$ cat src/rtl/uart_txc_pkg.sv
package uart_txc_pkg;
  localparam int unsigned REG_AW = 2;

  localparam logic [REG_AW-1:0] ADDR_DATA = 2'd0;
  localparam logic [REG_AW-1:0] ADDR_STAT = 2'd1;
  localparam logic [REG_AW-1:0] ADDR_CTRL = 2'd2;

  localparam int unsigned ST_RXC = 7;
  localparam int unsigned ST_TXC = 6;
  localparam int unsigned ST_DRE = 5;
  localparam int unsigned ST_TXE = 4;

  typedef struct packed {
    logic [3:0] rsvd;
    logic       rs485_en;
    logic       rxc_ie;
    logic       dre_ie;
    logic       txc_ie;
  } ctrl_t;
endpackage

$ cat src/rtl/uart_txc_hold.sv
module uart_txc_hold #(
  parameter int unsigned DATA_W = 8
) (
  input  logic              clk_i,
  input  logic              rst_ni,
  input  logic              wr_i,
  input  logic [DATA_W-1:0] data_i,
  input  logic              take_i,
  output logic              valid_o,
  output logic [DATA_W-1:0] data_o
);
  always_ff @(posedge clk_i or negedge rst_ni) begin
    if (!rst_ni) begin
      valid_o <= 1'b0;
      data_o  <= '0;
    end else if (take_i) begin
      valid_o <= 1'b0;
    end else if (wr_i && !valid_o) begin
      valid_o <= 1'b1;
      data_o  <= data_i;
    end
  end
endmodule

$ cat src/rtl/uart_txc_shift.sv
module uart_txc_shift #(
  parameter int unsigned DATA_W = 8,
  parameter int unsigned OVS    = 16
) (
  input  logic              clk_i,
  input  logic              rst_ni,
  input  logic              tick_i,
  input  logic              load_i,
  input  logic [DATA_W-1:0] data_i,
  output logic              busy_o,
  output logic              txd_o,
  output logic              done_o
);
  localparam int unsigned FRAME_W = DATA_W + 2;
  localparam int unsigned IDX_W   = $clog2(FRAME_W);
  localparam int unsigned CNT_W   = $clog2(OVS);
  localparam logic [CNT_W-1:0] CNT_LAST = CNT_W'(OVS - 1);
  localparam logic [IDX_W-1:0] IDX_LAST = IDX_W'(FRAME_W - 1);

  logic [FRAME_W-1:0] frame_q;
  logic [IDX_W-1:0]   idx_q;
  logic [CNT_W-1:0]   cnt_q;
  logic               bit_end;

  assign bit_end = busy_o && tick_i && (cnt_q == CNT_LAST);
  assign done_o  = bit_end && (idx_q == IDX_LAST);
  assign txd_o   = busy_o ? frame_q[0] : 1'b1;

  always_ff @(posedge clk_i or negedge rst_ni) begin
    if (!rst_ni) begin
      busy_o  <= 1'b0;
      frame_q <= '1;
      idx_q   <= '0;
      cnt_q   <= '0;
    end else if (load_i) begin
      busy_o  <= 1'b1;
      frame_q <= {1'b1, data_i, 1'b0};
      idx_q   <= '0;
      cnt_q   <= '0;
    end else if (busy_o && tick_i) begin
      cnt_q <= cnt_q + 1'b1;
      if (bit_end) begin
        cnt_q   <= '0;
        frame_q <= {1'b1, frame_q[FRAME_W-1:1]};
        idx_q   <= idx_q + 1'b1;
        if (idx_q == IDX_LAST) busy_o <= 1'b0;
      end
    end
  end
endmodule

$ cat src/rtl/uart_txc_flags.sv
module uart_txc_flags (
  input  logic clk_i,
  input  logic rst_ni,
  input  logic frame_done_i,
  input  logic pending_i,
  input  logic w1c_i,
  input  logic ack_i,
  output logic txc_o
);
  logic set_evt;
  assign set_evt = frame_done_i && !pending_i;

  // a completion in the same cycle as a clear must not be lost
  always_ff @(posedge clk_i or negedge rst_ni) begin
    if (!rst_ni)                txc_o <= 1'b0;
    else if (set_evt)           txc_o <= 1'b1;
    else if (w1c_i || ack_i)    txc_o <= 1'b0;
  end
endmodule

$ cat src/rtl/uart_txc_ctrl.sv
module uart_txc_ctrl
  import uart_txc_pkg::*;
#(
  parameter int unsigned DATA_W = 8,
  parameter int unsigned OVS    = 16
) (
  input  logic              clk_i,
  input  logic              rst_ni,
  input  logic              baud_tick_i,
  input  logic [REG_AW-1:0] addr_i,
  input  logic              wr_en_i,
  input  logic [7:0]        wdata_i,
  output logic [7:0]        rdata_o,
  input  logic              rx_valid_i,
  input  logic              txc_ack_i,
  output logic              txd_o,
  output logic              de_o,
  output logic              irq_txc_o,
  output logic              irq_dre_o,
  output logic              irq_rxc_o
);
  ctrl_t             ctrl_q;
  logic              wr_data, wr_stat, wr_ctrl;
  logic              hold_valid, busy, take, frame_done;
  logic [DATA_W-1:0] hold_data;
  logic              txc_q, dre, txe, w1c;

  assign wr_data = wr_en_i && (addr_i == ADDR_DATA);
  assign wr_stat = wr_en_i && (addr_i == ADDR_STAT);
  assign wr_ctrl = wr_en_i && (addr_i == ADDR_CTRL);
  assign w1c     = wr_stat && wdata_i[ST_TXC];

  always_ff @(posedge clk_i or negedge rst_ni) begin
    if (!rst_ni)      ctrl_q <= '0;
    else if (wr_ctrl) ctrl_q <= ctrl_t'({4'b0, wdata_i[3:0]});
  end

  assign take = hold_valid && !busy;

  uart_txc_hold #(.DATA_W(DATA_W)) u_hold (
    .clk_i   (clk_i),
    .rst_ni  (rst_ni),
    .wr_i    (wr_data),
    .data_i  (wdata_i[DATA_W-1:0]),
    .take_i  (take),
    .valid_o (hold_valid),
    .data_o  (hold_data)
  );

  uart_txc_shift #(.DATA_W(DATA_W), .OVS(OVS)) u_shift (
    .clk_i  (clk_i),
    .rst_ni (rst_ni),
    .tick_i (baud_tick_i),
    .load_i (take),
    .data_i (hold_data),
    .busy_o (busy),
    .txd_o  (txd_o),
    .done_o (frame_done)
  );

  uart_txc_flags u_flags (
    .clk_i        (clk_i),
    .rst_ni       (rst_ni),
    .frame_done_i (frame_done),
    .pending_i    (hold_valid),
    .w1c_i        (w1c),
    .ack_i        (txc_ack_i && ctrl_q.txc_ie),
    .txc_o        (txc_q)
  );

  assign dre  = !hold_valid;
  assign txe  = !hold_valid && !busy;
  assign de_o = ctrl_q.rs485_en && !txe;

  assign irq_txc_o = txc_q && ctrl_q.txc_ie;
  assign irq_dre_o = dre && ctrl_q.dre_ie;
  assign irq_rxc_o = rx_valid_i && ctrl_q.rxc_ie;

  always_comb begin
    rdata_o = '0;
    unique case (addr_i)
      ADDR_STAT: begin
        rdata_o[ST_RXC] = rx_valid_i;
        rdata_o[ST_TXC] = txc_q;
        rdata_o[ST_DRE] = dre;
        rdata_o[ST_TXE] = txe;
      end
      ADDR_CTRL: rdata_o = ctrl_q;
      default:   rdata_o = '0;
    endcase
  end
endmodule

$ cat config.mk
export PLATFORM = sky130hd
export DESIGN_NAME = uart_txc_ctrl
export DESIGN_NICKNAME = d
export VERILOG_FILES = /design/src/rtl/uart_txc_pkg.sv /design/src/rtl/uart_txc_hold.sv /design/src/rtl/uart_txc_shift.sv /design/src/rtl/uart_txc_flags.sv /design/src/rtl/uart_txc_ctrl.sv
export SDC_FILE = /design/constraint.sdc
export NUM_CORES = 1
export LEC_CHECK = 0
export CAP_MARGIN = 10
export CELL_PAD_IN_SITES_DETAIL_PLACEMENT = 0
export CELL_PAD_IN_SITES_GLOBAL_PLACEMENT = 2
export CORE_MARGIN = 3
export CORE_UTILIZATION = 33
export DETAILED_ROUTE_END_ITERATION = 6
export GPL_TIMING_DRIVEN = 0
export PLACE_DENSITY_LB_ADDON = 0.1
export SLEW_MARGIN = 20
export SYNTH_ARGS = -nofsm -noshare
export SYNTH_HDL_FRONTEND = slang
export SYNTH_SLANG_ARGS = --single-unit
$ cat constraint.sdc
create_clock -name clk_i -period 1.6 [get_ports clk_i]
set_input_delay 0.4 -clock clk_i [delete_from_list [all_inputs] [get_ports clk_i]]
set_output_delay 0.4 -clock clk_i [all_outputs]
set_load 0.01 [all_outputs]
==> summary.txt, run 1 <==
Job
  – Maxcap violations: 0

Placement
  – GP Congestion: 0.759
  – Dpl ws: -0.718 ns
  – IO buf count: 28
  – Post-DP Area: 1950 um2
  – DP Wirelength: 2670 um

Logic synthesis
  – Synth Area in Simple Gates: 18.7%
  – Post-Syn Area: 1590 um2
  – Post-synthesis xor/xnor area fraction: 1.10%
  – Synth Register Bits: 32
  – Adder-cell share of the synthesized area: 2.37%
  – Ys flop type: dfrtp_1
  – Syn Nets: 167
  – EDFF count, synth: 0
  – Post-synthesis mux area share: 9.87%
  – Synth area leader: dfrtp_1
  – Top cells by area, synth: dfrtp_1 36%, dfstp_2 15%, mux2_2 9.2%
  – Main combinational cell family by area after synthesis: simple AND/OR/NAND/NOR gates
  – Mean Syn Cell Area: 10.7 um2
  – Register area share after synthesis: 51.2%
  – Cells after Synth: 148
  – Ys async rst share: 100%
  – Post-synth top area share: 36.3%
  – Synth cell types: 38
  – Ys Warns: 0
  – Synth Area in Compound Gates: 14.0%

CTS
  – Root buffer cell: clkbuf_8
  – CTS tree: yes
  – Clk sink count: 32
  – Clk buf depth: 2
  – Clk_lat worst skew: 0.28 ns
  – Total CTS buffers: 5
  – Reg clk slew, reported paths: 0.07 ns
  – CTS HTree Levels: 2

Layout
  – NumNets Final: 212
  – Area of the multi-input gates: 769 um2
  – Share of post-route cells with drive strength above 1: 33.0%
  – Fill cells: 447
  – Design area: 2110 um2
  – Area growth, synth to finish: 33.1%
  – Register Area: 812 um2
  – Utilization after layout: 46.9%
  – Commonest non-fill, non-tap cells in the layout: 23 x dfrtp_1, 13 x mux2_2, 12 x o21ai_0, 12 x a21oi_1
  – Diodes inserted: 0
  – Commonest non-fill, non-tap cell in the layout: dfrtp_1

Pwr
  – Clock power frac: 22.6%
  – Logic pwr share: 29.7%
  – Power Dens Cells: 1370 nW/um2
  – Flop pwr share: 47.7%
  – P_int: 1.96 mW
  – Leakage dissipation: 0.917 nW
  – Sw Ratio: 32.2%
  – Net Sw Power: 931 uW
  – Max VDD drop: 715 uV

Floorplanning
  – Die area: 5670 um2
  – Core footprint: 4500 um2
  – Die Wd: 75.3 um
  – Die Y: 75.3 um
  – Starting density of the core: 35.2%
  – Cell row count: 24
  – # IOs: 29

STA
  – Final WS setup: -0.0424 ns
  – Tcrit/Tclk final: 103%
  – Hold Slack: 0.457 ns
  – RSZ-0062 raised after global routing: yes
  – Slew @ Worst Pin: 0.434 ns
  – Clock Skew: 0.00516 ns
  – Min Tclk post-route: 1.64 ns
  – Setup violations, final: 1
  – Fmax: 609 MHz
  – Max-slew violation count: 0
  – Fin Setup TNS: -0.0424 ns
  – Worst slew margin: 71.0%
  – Final hold viol count: 0

Worst setup path
  – Startpoint types: register
  – Critical-path cell list: buf_6, nor4b_4, buf_2
  – Worst EP arrival: 1.24 ns
  – Slowest cell on crit path: dfrtp_1
  – Crit. End Element: output port
  – CP max FO: 8
  – Critical Path RT: 1.20 ns
  – WS Path Type: register to output port
  – CP max stage delay: 0.38 ns

Global routing
  – Initial antenna violation count: 0
  – Total GRT Usage: 14.8%
  – Vias in the first global route: 1240
  – Grt ovf: 0
  – First-pass GRT wire length: 6330 um
  – Largest net degree at the start of global routing: 31

Detailed routing
  – Pre-antenna DRT Iters: 4
  – Antenna-violating nets left: 0
  – Drt initial violations: 45
  – Drt drc: 0
  – Avg WL per Cell: 15.2 um
  – DR vias: 1271
  – Final wirelength: 3730 um
  – Routed vias/inst: 5.17

Outcome
  – Violated checks: negative setup slack
  – Outcome: finished, violations left

Worst hold path
  – HP Class: primary input to async pin
[flip-flops by register name, summed over array words and instances, names as in the netlist]
name and cells:
ctrl_q 4, u_shift.frame_q 9, u_hold.data_o 8, u_shift.cnt_q 4, u_shift.idx_q 4, u_hold.valid_o 1
u_flags.txc_o 1, u_shift.busy_o 1
[kinds of logic after synthesis]
kind of cell / Yosys count
xor+xnor: 2
fa+ha+maj: 3
simple gates: 49
buf+inv: 10
mux: 14
compound gates: 38
flops: 32
[final timing paths]
kind	startpoint	endpoint	slack, ns	cells after the start
max in group asynchronous	rst_ni	u_shift.frame_q[7]$_DFFE_PN1P_	0.71	3
setup reg to reg	u_shift.cnt_q[0]$_DFFE_PN0P_	u_shift.idx_q[3]$_DFFE_PN0P_	0.12	4
hold / removal	rst_ni	u_shift.busy_o$_DFFE_PN0P_	0.46	2
hold reg to reg	u_shift.frame_q[1]$_DFFE_PN1P_	u_shift.frame_q[0]$_DFFE_PN1P_	0.48	2
min in group clk_i	u_shift.frame_q[1]$_DFFE_PN1P_	u_shift.frame_q[0]$_DFFE_PN1P_	0.48	2
setup / recovery	u_hold.valid_o$_DFFE_PN0P_	rdata_o[4]	-0.04	3
[synth_stat cells (2+ instances only)]
library cell  number
nor2b_1            3
dfstp_2            9
buf_2              2
a21oi_1           12
nand3_1            5
inv_1              2
and3b_1            2
or3_1              2
nor2_1            11
nor3b_1            2
xor2_1             2
dfrtp_1           23
clkbuf_1           5
and2_1             7
ha_1               3
nand2b_1           3
o21ai_0           12
mux2_2            13
nand2_1            5
a31oi_1            7
[per-layer routing]
metal | wire [um] | track usage (%) | up-vias
met1 | 1690 | 20.4 | 621
met5 | 0 | 0 | -
met2 | 1830 | 22.3 | 19
met3 | 121 | 3.96 | 9
met4 | 89 | 6.02 | 0
li1 | - | - | 622
[layout make-up]
class | count | share of cell area [%]
sequential | 32 | 38.5
multi-input combinational | 106 | 36.5
timing repair buffer | 38 | 14.5
clock buffer | 7 | 4.09
tap | 52 | 3.08
buffer | 8 | 2.67
clock inverter | 1 | 0.356
inverter | 2 | 0.356
[critical path: cells and delay by family (launching register included)]
kind / cells / cell delay [ns]
AND/OR/NAND/NOR: 1 / 0.27
flip-flops: 1 / 0.38
buffers and inverters: 2 / 0.32
[what timing repair did]
action / 4_1_cts / 5_1_grt
endpoints found under the setup margin: 28 / 13
gates resized for setup: 54 / 15
hold buffers: 1 / 0
pin swaps: 1 / 1
buffers inserted: 3 / 5
hold endpoints to repair: 2 / 0
[per-stage QoR]
step                      std cells  total power [mW]
after global placement          228              2.16
final                           246              2.89
after detailed placement        229              2.20
after CTS                       241              2.89
after global routing            246              3.12
after floorplan                 148              1.89
[power by group through the flow]
stage / sequential, mW / combinational [mW] / clock (mW)
6_report: 1.38 / 0.859 / 0.652
5_1_grt: 1.42 / 0.971 / 0.728
4_1_cts: 1.38 / 0.822 / 0.680
3_5_place_dp: 1.40 / 0.799 / 0
3_3_place_gp: 1.38 / 0.780 / 0
2_1_floorplan: 1.33 / 0.565 / 0
No activity file was read; power rests on OpenSTA's default activity.
==> run 2: changes to the inputs <==
Settings changed: SKIP_LAST_GASP set to 1.
==> run 2 against run 1 <==
  * The run still ends with negative setup slack left
  * Routed wire length barely moved
  * Critical path type unchanged
  * Flip-flop and latch count did not move
  * Worst setup slack improved by 0.0014 ns
  * Hold slack got worse by 0.00084 ns
  * Core utilization rose by 0.44 points
  * Sequential share of layout area fell by 0.36 points
==> summary.txt, run 2 (same netlist as run 1, synthesis figures left out) <==
Outcome
  – Outcome: finished, violations left
  – Violated checks: negative setup slack

Layout
  – Top flop regs: u_shift.frame_q: 9 flops, u_hold.data_o: 8 flops
  – Commonest non-fill, non-tap cell in the layout: dfrtp_1
  – Max FFs per register: 9 (unchanged)
  – Design area: 2130 um2 (+0.95%)
  – Biggest register: u_shift.frame_q
  – Share of post-route cells with drive strength above 1: 32.3% (-0.68 points)
  – Commonest non-fill, non-tap cells in the layout: 23 x dfrtp_1, 13 x mux2_2, 12 x o21ai_0, 12 x a21oi_1
  – Fill cells: 445 (-0.45%)
  – Area growth, synth to finish: 34.4%
  – Diodes inserted: 0 (unchanged)
  – NumNets Final: 213 (+0.47%)

Global routing
  – Largest net degree at the start of global routing: 31 (unchanged)
  – First-pass GRT wire length: 6300 um (-0.44%)
  – Vias in the first global route: 1233 (-0.56%)
  – Grt ovf: 0 (unchanged)
  – Total GRT Usage: 14.8% (-0.055 points)
  – Initial antenna violation count: 0 (unchanged)

STA
  – RSZ-0062 raised after global routing: yes
  – Clock Skew: 0.00617 ns (+0.00101 ns)
  – Fmax: 609 MHz (about the same)
  – Slew @ Worst Pin: 0.433 ns (-0.00135 ns)
  – Final hold viol count: 0 (unchanged)
  – Worst slew margin: 71.1% (+0.090 points)
  – Setup violations, final: 1 (unchanged)
  – Tcrit/Tclk final: 103% (about the same)
  – Fin Setup TNS: -0.0410 ns (+0.00145 ns)
  – Final WS setup: -0.0410 ns (+0.00145 ns)
  – Min Tclk post-route: 1.64 ns (-0.00145 ns)
  – Hold Slack: 0.456 ns (-0.000838 ns)
  – Max-slew violation count: 0 (unchanged)

CTS
  – CTS tree: yes
  – Clk_lat worst skew: 0.28 ns (about the same)
  – Total CTS buffers: 5 (unchanged)
  – Reg clk slew, reported paths: 0.07 ns (about the same)
  – Root buffer cell: clkbuf_8
  – CTS HTree Levels: 2 (unchanged)
  – Clk sink count: 32 (unchanged)
  – Clk buf depth: 2 (unchanged)

Worst setup path
  – CP startpoint: u_hold.valid_o$_DFFE_PN0P_
  – CP max FO: 8 (unchanged)
  – CP endpoint: rdata_o[4]
  – R2R Path Start: u_shift.cnt_q[0]$_DFFE_PN0P_
  – WS Path Type: register to output port
  – R2R depth: 4 (unchanged)
  – Worst EP arrival: 1.24 ns (about the same)
  – Startpoint types: register
  – R2R Setup Slk: 0.11 ns (about the same)
  – Critical Path RT: 1.20 ns (about the same)
  – Crit. End Element: output port
  – RR Endpoint: u_shift.idx_q[3]$_DFFE_PN0P_

Detailed routing
  – Avg WL per Cell: 15.1 um (-0.38%)
  – Final wirelength: 3730 um (about the same)
  – Routed vias/inst: 5.16 (about the same)
  – Drt drc: 0 (unchanged)
  – Pre-antenna DRT Iters: 4 (unchanged)
  – DR vias: 1275 (+0.31%)
  – Drt initial violations: 44 (-2.2%)
  – Antenna-violating nets left: 0 (unchanged)

Floorplanning
  – Die Y: 75.3 um (unchanged)
  – # IOs: 29 (unchanged)
  – Cell row count: 24 (unchanged)
  – Core footprint: 4500 um2 (unchanged)
  – Starting density of the core: 35.2% (unchanged)
  – Die Wd: 75.3 um (unchanged)
  – Die area: 5670 um2 (unchanged)

Pwr
  – Leakage dissipation: 0.923 nW (+0.69%)
  – Max VDD drop: 715 uV (about the same)
  – Total power: 2.89 mW (about the same)
  – Power Dens Cells: 1360 nW/um2 (-0.88%)

Worst hold path
  – HP Class: primary input to async pin

Placement
  – IO buf count: 28 (unchanged)
  – GP Congestion: 0.759 (unchanged)
  – DP Wirelength: 2670 um (unchanged)
  – Dpl ws: -0.718 ns (unchanged)
  – Post-DP Area: 1950 um2 (unchanged)

Job
  – Maxcap violations: 0 (unchanged)
==> run 2: power by group <==
group          internal [mW]  switching, mW
combinational          0.437          0.424
clock                  0.349          0.302
sequential              1.18          0.205
==> run 2: what timing repair did <==
item	4_1_cts	5_1_grt
setup endpoints to repair	28	14
pin swaps	0	2
resized for setup	48	19
endpoints found under the hold margin	2	0
setup buffers	3	6
hold buffers	1	0
==> run 2: final cells by class <==
type                    count  area (um2)  area share (%)
plain buffers               8        56.3            2.64
clock buffers               7        86.3            4.05
clock inverters             1        7.51           0.352
inverters                   2        7.51           0.352
multi-input cells         106         769            36.1
flip-flops and latches     32         812            38.1
well taps                  52        65.1            3.05
repair buffers             39         327            15.3
==> run 2: worst min-delay path by stage <==
stage | from | endpoint | slack (ns) | cells past startpoint
2_1_floorplan | rst_ni | ctrl_q[0]$_DFFE_PN0P_ | 0.10 | 0
3_3_place_gp | u_shift.frame_q[1]$_DFFE_PN1P_ | u_shift.frame_q[0]$_DFFE_PN1P_ | 0.46 | 2
3_5_place_dp | rst_ni | u_shift.cnt_q[1]$_DFFE_PN0P_ | 0.21 | 1
4_1_cts | rst_ni | u_shift.cnt_q[1]$_DFFE_PN0P_ | 0.44 | 2
5_1_grt | rst_ni | u_shift.cnt_q[1]$_DFFE_PN0P_ | 0.45 | 2
6_report | rst_ni | u_shift.busy_o$_DFFE_PN0P_ | 0.46 | 2
==> run 2: layer usage <==
metal / share of wire, % / wire length, um / GRT usage (%) / vias to the layer above
li1: - / - / - / 624
met3: 3.5 / 129 / 3.96 / 7
met2: 48 / 1810 / 22.3 / 18
met5: 0 / 0 / 0 / -
met1: 46 / 1720 / 20.2 / 626
met4: 2.0 / 74 / 6.02 / 0
==> run 2: critical path, cell delays in order, from the launching register on <==
cell and delay, ns:
dfrtp_1 0.38, buf_6 0.15, nor4b_4 0.26, buf_2 0.17
==> run 2: metrics by stage <==
step / cells / util (%)
3_3_place_gp: 228 / 42.9
4_1_cts: 241 / 45.9
5_1_grt: 247 / 47.3
3_5_place_dp: 229 / 43.2
2_1_floorplan: 148 / -
6_report: 247 / 47.3
